### src/rtl/fracn_pkg.sv
`timescale 1ns/1ps
package fracn_pkg;

    // Number of accumulator stages built; the highest order needs all of them.
    localparam int STAGES = 4;
    // Delayed carries kept per stage (stage k uses k of them).
    localparam int HIST = STAGES - 1;
    // Width of the signed correction: spans -(2^(STAGES-1)-1) .. 2^(STAGES-1).
    localparam int CORR_W = STAGES + 1;

    typedef enum logic [1:0] {
        ORD_FIRST  = 2'd0,
        ORD_SECOND = 2'd1,
        ORD_THIRD  = 2'd2,
        ORD_FOURTH = 2'd3
    } order_e;

    // Binomial coefficient; zero outside 0..n.
    function automatic int binom(input int n, input int k);
        int r;
        r = 1;
        if (k < 0 || k > n) return 0;
        for (int i = 0; i < k; i++) r = r * (n - i) / (i + 1);
        return r;
    endfunction

    // Weight of the carry of stage s delayed by d ticks: (-1)^d * C(s, d).
    function automatic int carry_weight(input int s, input int d);
        return ((d % 2) == 1) ? -binom(s, d) : binom(s, d);
    endfunction

endpackage

### src/rtl/fracn_mod_acc.sv
`timescale 1ns/1ps
// One accumulator stage that wraps at an arbitrary modulus.
module fracn_mod_acc #(
    parameter int W = 22
) (
    input  logic         en,
    input  logic [W-1:0] acc_q,
    input  logic [W-1:0] addend,
    input  logic [W-1:0] modulus,
    output logic [W-1:0] acc_d,
    output logic         carry
);
    logic [W:0] sum;
    logic [W:0] wrapped;

    always_comb begin
        sum     = {1'b0, acc_q} + {1'b0, addend};
        wrapped = sum - {1'b0, modulus};
        carry   = 1'b0;
        acc_d   = '0;
        if (en) begin
            if (sum >= {1'b0, modulus}) begin
                carry = 1'b1;
                acc_d = wrapped[W-1:0];
            end else begin
                acc_d = sum[W-1:0];
            end
        end
    end
endmodule

### src/rtl/fracn_carry_combine.sv
`timescale 1ns/1ps
// Forms the signed correction from current and delayed carries:
// stage s contributes the s-th backward difference of its carry stream.
module fracn_carry_combine
    import fracn_pkg::*;
(
    input  logic [STAGES-1:0]           carry,
    input  logic [STAGES-1:0][HIST-1:0] hist,
    output logic signed [CORR_W-1:0]    corr
);
    int total;
    int bit_v;

    always_comb begin
        total = 0;
        for (int s = 0; s < STAGES; s++) begin
            for (int d = 0; d <= HIST; d++) begin
                bit_v = (d == 0) ? int'(carry[s]) : int'(hist[s][d-1]);
                total = total + carry_weight(s, d) * bit_v;
            end
        end
        corr = total[CORR_W-1:0];
    end
endmodule

### src/rtl/fracn_mash.sv
`timescale 1ns/1ps
module fracn_mash
    import fracn_pkg::*;
#(
    parameter int INT_W = 16,
    parameter int MOD_W = 22
) (
    input  logic             clk,
    input  logic             rst_n,
    input  logic             pfd_tick,
    input  logic [INT_W-1:0] int_n,
    input  logic [MOD_W-1:0] frac_num,
    input  logic [MOD_W-1:0] modulus,
    input  logic [1:0]       order_sel,
    output logic [INT_W-1:0] div_val,
    output logic             div_valid
);
    localparam int SUM_W = INT_W + 2;

    typedef struct packed {
        logic [STAGES-1:0][MOD_W-1:0] acc;
        logic [STAGES-1:0][HIST-1:0]  hist;
        logic [MOD_W-1:0]             mod_app;
        logic [1:0]                   ord_app;
        logic [INT_W-1:0]             val;
        logic                         vld;
    } state_t;

    state_t st_d, st_q;

    logic                           restart;
    logic [STAGES-1:0][MOD_W-1:0]   acc_base;
    logic [STAGES-1:0][HIST-1:0]    hist_base;
    logic [MOD_W-1:0]               acc_new [STAGES];
    logic [MOD_W-1:0]               addend  [STAGES];
    logic [STAGES-1:0]              carry;
    logic [STAGES-1:0]              stage_en;
    logic signed [CORR_W-1:0]       corr;
    logic signed [SUM_W-1:0]        ratio;

    // A new modulus or order invalidates the residues: start from zero.
    assign restart   = (modulus != st_q.mod_app) || (order_sel != st_q.ord_app);
    assign acc_base  = restart ? '0 : st_q.acc;
    assign hist_base = restart ? '0 : st_q.hist;

    for (genvar k = 0; k < STAGES; k++) begin : g_stage
        assign stage_en[k] = (k <= int'(order_sel));
        if (k == 0) begin : g_head
            assign addend[k] = frac_num;
        end else begin : g_tail
            assign addend[k] = acc_new[k-1];
        end
        fracn_mod_acc #(.W(MOD_W)) u_acc (
            .en      (stage_en[k]),
            .acc_q   (acc_base[k]),
            .addend  (addend[k]),
            .modulus (modulus),
            .acc_d   (acc_new[k]),
            .carry   (carry[k])
        );
    end

    fracn_carry_combine u_comb (
        .carry (carry),
        .hist  (hist_base),
        .corr  (corr)
    );

    assign ratio = $signed({2'b00, int_n}) + {{(SUM_W-CORR_W){corr[CORR_W-1]}}, corr};

    always_comb begin
        st_d     = st_q;
        st_d.vld = 1'b0;
        if (pfd_tick) begin
            for (int k = 0; k < STAGES; k++) begin
                st_d.acc[k]  = acc_new[k];
                st_d.hist[k] = {hist_base[k][HIST-2:0], carry[k]};
            end
            st_d.mod_app = modulus;
            st_d.ord_app = order_sel;
            st_d.val     = ratio[INT_W-1:0];
            st_d.vld     = 1'b1;
        end
    end

    always_ff @(posedge clk) begin
        if (!rst_n) st_q <= '0;
        else        st_q <= st_d;
    end

    assign div_val   = st_q.val;
    assign div_valid = st_q.vld;
endmodule

### config.mk
export PLATFORM = sky130hd
export DESIGN_NAME = fracn_mash
export DESIGN_NICKNAME = d
export VERILOG_FILES = /design/src/rtl/fracn_pkg.sv /design/src/rtl/fracn_mod_acc.sv /design/src/rtl/fracn_carry_combine.sv /design/src/rtl/fracn_mash.sv
export SDC_FILE = /design/constraint.sdc
export NUM_CORES = 1
export LEC_CHECK = 0
export ABC_CLOCK_PERIOD_IN_PS = 28300
export BUFFER_PORTS_ARGS = -buffer_cell sky130_fd_sc_hd__buf_2
export CAP_MARGIN = 10
export CORE_AREA = 2 2 224 226
export DETAILED_ROUTE_END_ITERATION = 10
export DIE_AREA = 0 0 226 228
export PLACE_DENSITY_LB_ADDON = 0.1
export SLEW_MARGIN = 20
export SYNTH_ARGS = -nofsm -noshare
export SYNTH_HDL_FRONTEND = slang
export SYNTH_SLANG_ARGS = --single-unit
### constraint.sdc
create_clock -name clk -period 28.3 [get_ports clk]
set_clock_uncertainty 0.05 [all_clocks]
set_input_delay 7.075 -clock clk [delete_from_list [all_inputs] [get_ports clk]]
set_output_delay 7.075 -clock clk [all_outputs]
set_load 0.005 [all_outputs]
==> results.toml <==
[run_status]
status = "completed"

[clock_network]
cts_sinks = 135
numCtsBuffers = 17
cts_root_buf = "clkbuf_16"
h-tree-depth = 4
cts_hold_buf = 0
cts_tree = "yes"
clk_pin_slew_worst_paths_ns = 0.08
cts.path.max_buffers = 2
clkLatencyLatePin_ns = 0.49

[global_routing]
track_usage_pct = 22.9
antenna_found_initial = 1
grt_pass1_wl_um = 89500
grt_pass1_vias = 15335
busiest_layer = "met2"
grtUsageMet1_pct = 30.2
grt_use_met2_pct = 36.1
grt_overflow = 0
grt_use_met3_pct = 5.09
grt_max_degree = 59

[cells_and_area]
drive_above_1_share_pct = 12.7
final_common_cell = "ha_1"
flow.area_growth_from_synthesis_pct = 11.7
final_cell_mix = "ha_1 (203), nor2_1 (158), a21oi_1 (145)"
num-nets-final = 2429

[timing]
fin_crit_sh_pct = 95.3
hold_violations = 0
timing.fmax_mhz = 37.1
drv_slew = 0
setup_viol = 0
worst_pin_slew_ns = 0.842
min_period_ns = 26.97
relSlewSlack_pct = 43.8
holdWs_ns = 0.401
setup_ws_ns = 1.33

[pwr]
p_seq_share_pct = 19.8
ir_drop_mv = 0.0447
p_sw_share_pct = 47.0
power_density_nw_per_um2 = 59.4
p_int_mw = 0.580
p_sw_mw = 0.515
clock_power_share_pct = 21.3
comb_power_share_pct = 58.9
p_leak_nw = 8.51

[worst_setup_path]
critPathLaunchType = "input pin"
crit_path_end_kind = "flop"
worstPathRequired_ns = 28.61
crit_type = "in -> reg"
crit_top_cell = "ha_1"
slowest_stage = "ha_1"
cp_slowest_stage_delay_ns = 0.46
arrival_ns = 27.27
cp_max_fo = 23

[logic_synthesis]
yosysSeqAreaShare_pct = 16.4
synthTopCellsByArea = "dfxtp_1 (16%), ha_1 (15%), xnor2_1 (5.8%)"
ys_warn_count = 0
syn_avg_cell_area_um2 = 7.89
synth_top_area_share_pct = 16.4
yosys.cell_types.count = 91
synthesis.area_um2 = 16500
yosys.area.top_type = "dfxtp_1"
synth_edf_count = 0
ys_ff_latch = 135
syn_nets = 2378
syn_inst = 2094
ys.flop_type = "dfxtp_1"
synthArstFlopShare_pct = 0

[drt]
wl_per_cell_um = 20.8
vias = 15611
drtIter0Drc = 917
antenna_left = 0
drc = 0
wl_um = 58900
first_pass_iters = 7
post_drt_via_cell_ratio = 5.51

[floorplan]
boundaryPins = 82
design.core.area_um2 = 49300
rows = 82
die_h_um = 228
die-area_um2 = 51500
fp.dieW_um = 226
start_util_pct = 33.5

[place]
port_buffers = 81
place_hpwl_um = 45000
dp_slack_ns = -0.170
routabilityCongestion = 0.902

[worst_hold_path]
hold_class = "reg -> reg"

[run]
cap_violations = 0
-- sequential cells by signal (all words and copies together) (netlist names) --
register / count
st_q: 118
div_valid: 1
div_val: 16
-- through the flow --
| stage | std cells | util [%] | power (mW) | setup TNS, ns | area, um^2 |
|---|---|---|---|---|---|
| finish | 2834 | 37.4 | 1.10 | 0 | 18400 |
| global route | 2830 | 37.4 | 1.17 | -0.00978 | 18400 |
| CTS | 2825 | 36.9 | 1.09 | 0 | 18200 |
| detailed placement | 2793 | 35.7 | 0.848 | -0.269 | 17600 |
| global placement | 2793 | 35.7 | 0.849 | 0 | 17600 |
| floorplan | 2094 | - | 0.680 | 0 | 16500 |
-- Yosys cell counts (10+ instances only) --
master    count
a21o_1       75
nor3_1       48
nor4_1       10
a31oi_1      30
o21ba_2      14
a211oi_1     21
o211a_1      12
nor2_1      159
xor2_1       60
and3_1       18
dfxtp_1     135
or2_2        18
o21a_1       32
mux2i_1      42
inv_1        89
nand2_1     129
xnor2_1     110
a31o_2       10
ha_1        203
fa_1         16
o21ai_0     115
nand2b_1     18
mux2_4       14
o211ai_1     41
buf_2        11
clkbuf_1     59
a22o_1       22
nand3_1      68
buf_4        18
nand4_1      32
o21ba_1      14
nor2b_1      27
a21oi_1     149
and2_1       95
o21bai_1     20
-- final cells by class --
class                   count  area, um^2
flip-flops and latches    135        2700
inverters                  91         344
clock buffers              18         439
multi-input cells        1773       13200
repair buffers            127         777
diodes                      4        10.0
clock inverters            14         144
fillers                  5159       30900
well taps                 672         841
-- power by group through the flow --
stage,logic (mW),registers (mW),clock network (mW)
after CTS,0.631,0.217,0.240
after floorplan,0.462,0.218,0
after global placement,0.629,0.221,0
final,0.646,0.217,0.233
after detailed placement,0.626,0.221,0
after global routing,0.707,0.219,0.248
-- final timing paths --
check                                 start           to  slack [ns]  cells after the start
worst max register to register     st_q[31]  div_val[15]        7.70                     90
worst max-delay path            modulus[20]  div_val[15]        1.33                     91
worst min-delay path              st_q[137]    st_q[137]        0.40                      2
worst min register to register    st_q[137]    st_q[137]        0.40                      2
-- layer usage --
layer  vias to the layer above  part of all wire, %
met4                         0                  3.1
met1                      7422                   47
met3                        80                  5.0
met2                       292                   45
li1                       7817                    -
met5                         -                    0
-- cell families after synthesis --
family                   synth area share, %
buffers and inverters                   4.86
AO/OA/AOI/OAI                           28.6
XOR/XNOR                                9.01
AND/OR/NAND/NOR                         19.7
adder cells (fa/ha/maj)                 17.3
flip-flops                              16.4
multiplexers                            4.16
-- worst max-delay path: cells and delay by family --
kind / cells / cell delay (ns)
AOI/OAI and AO/OA: 42 / 9.23
adders and majority gates: 12 / 3.65
and+or+nand+nor: 20 / 3.52
buffers and inverters: 9 / 1.78
xor gates and xnor gates: 5 / 1.01
muxes: 3 / 0.94
-- repair_timing --
action	CTS	global route
setup buffers	0	5
hold endpoints to repair	0	0
endpoints found under the setup margin	0	12
gates resized for setup	0	41
Power figures use the tool's default switching activity.
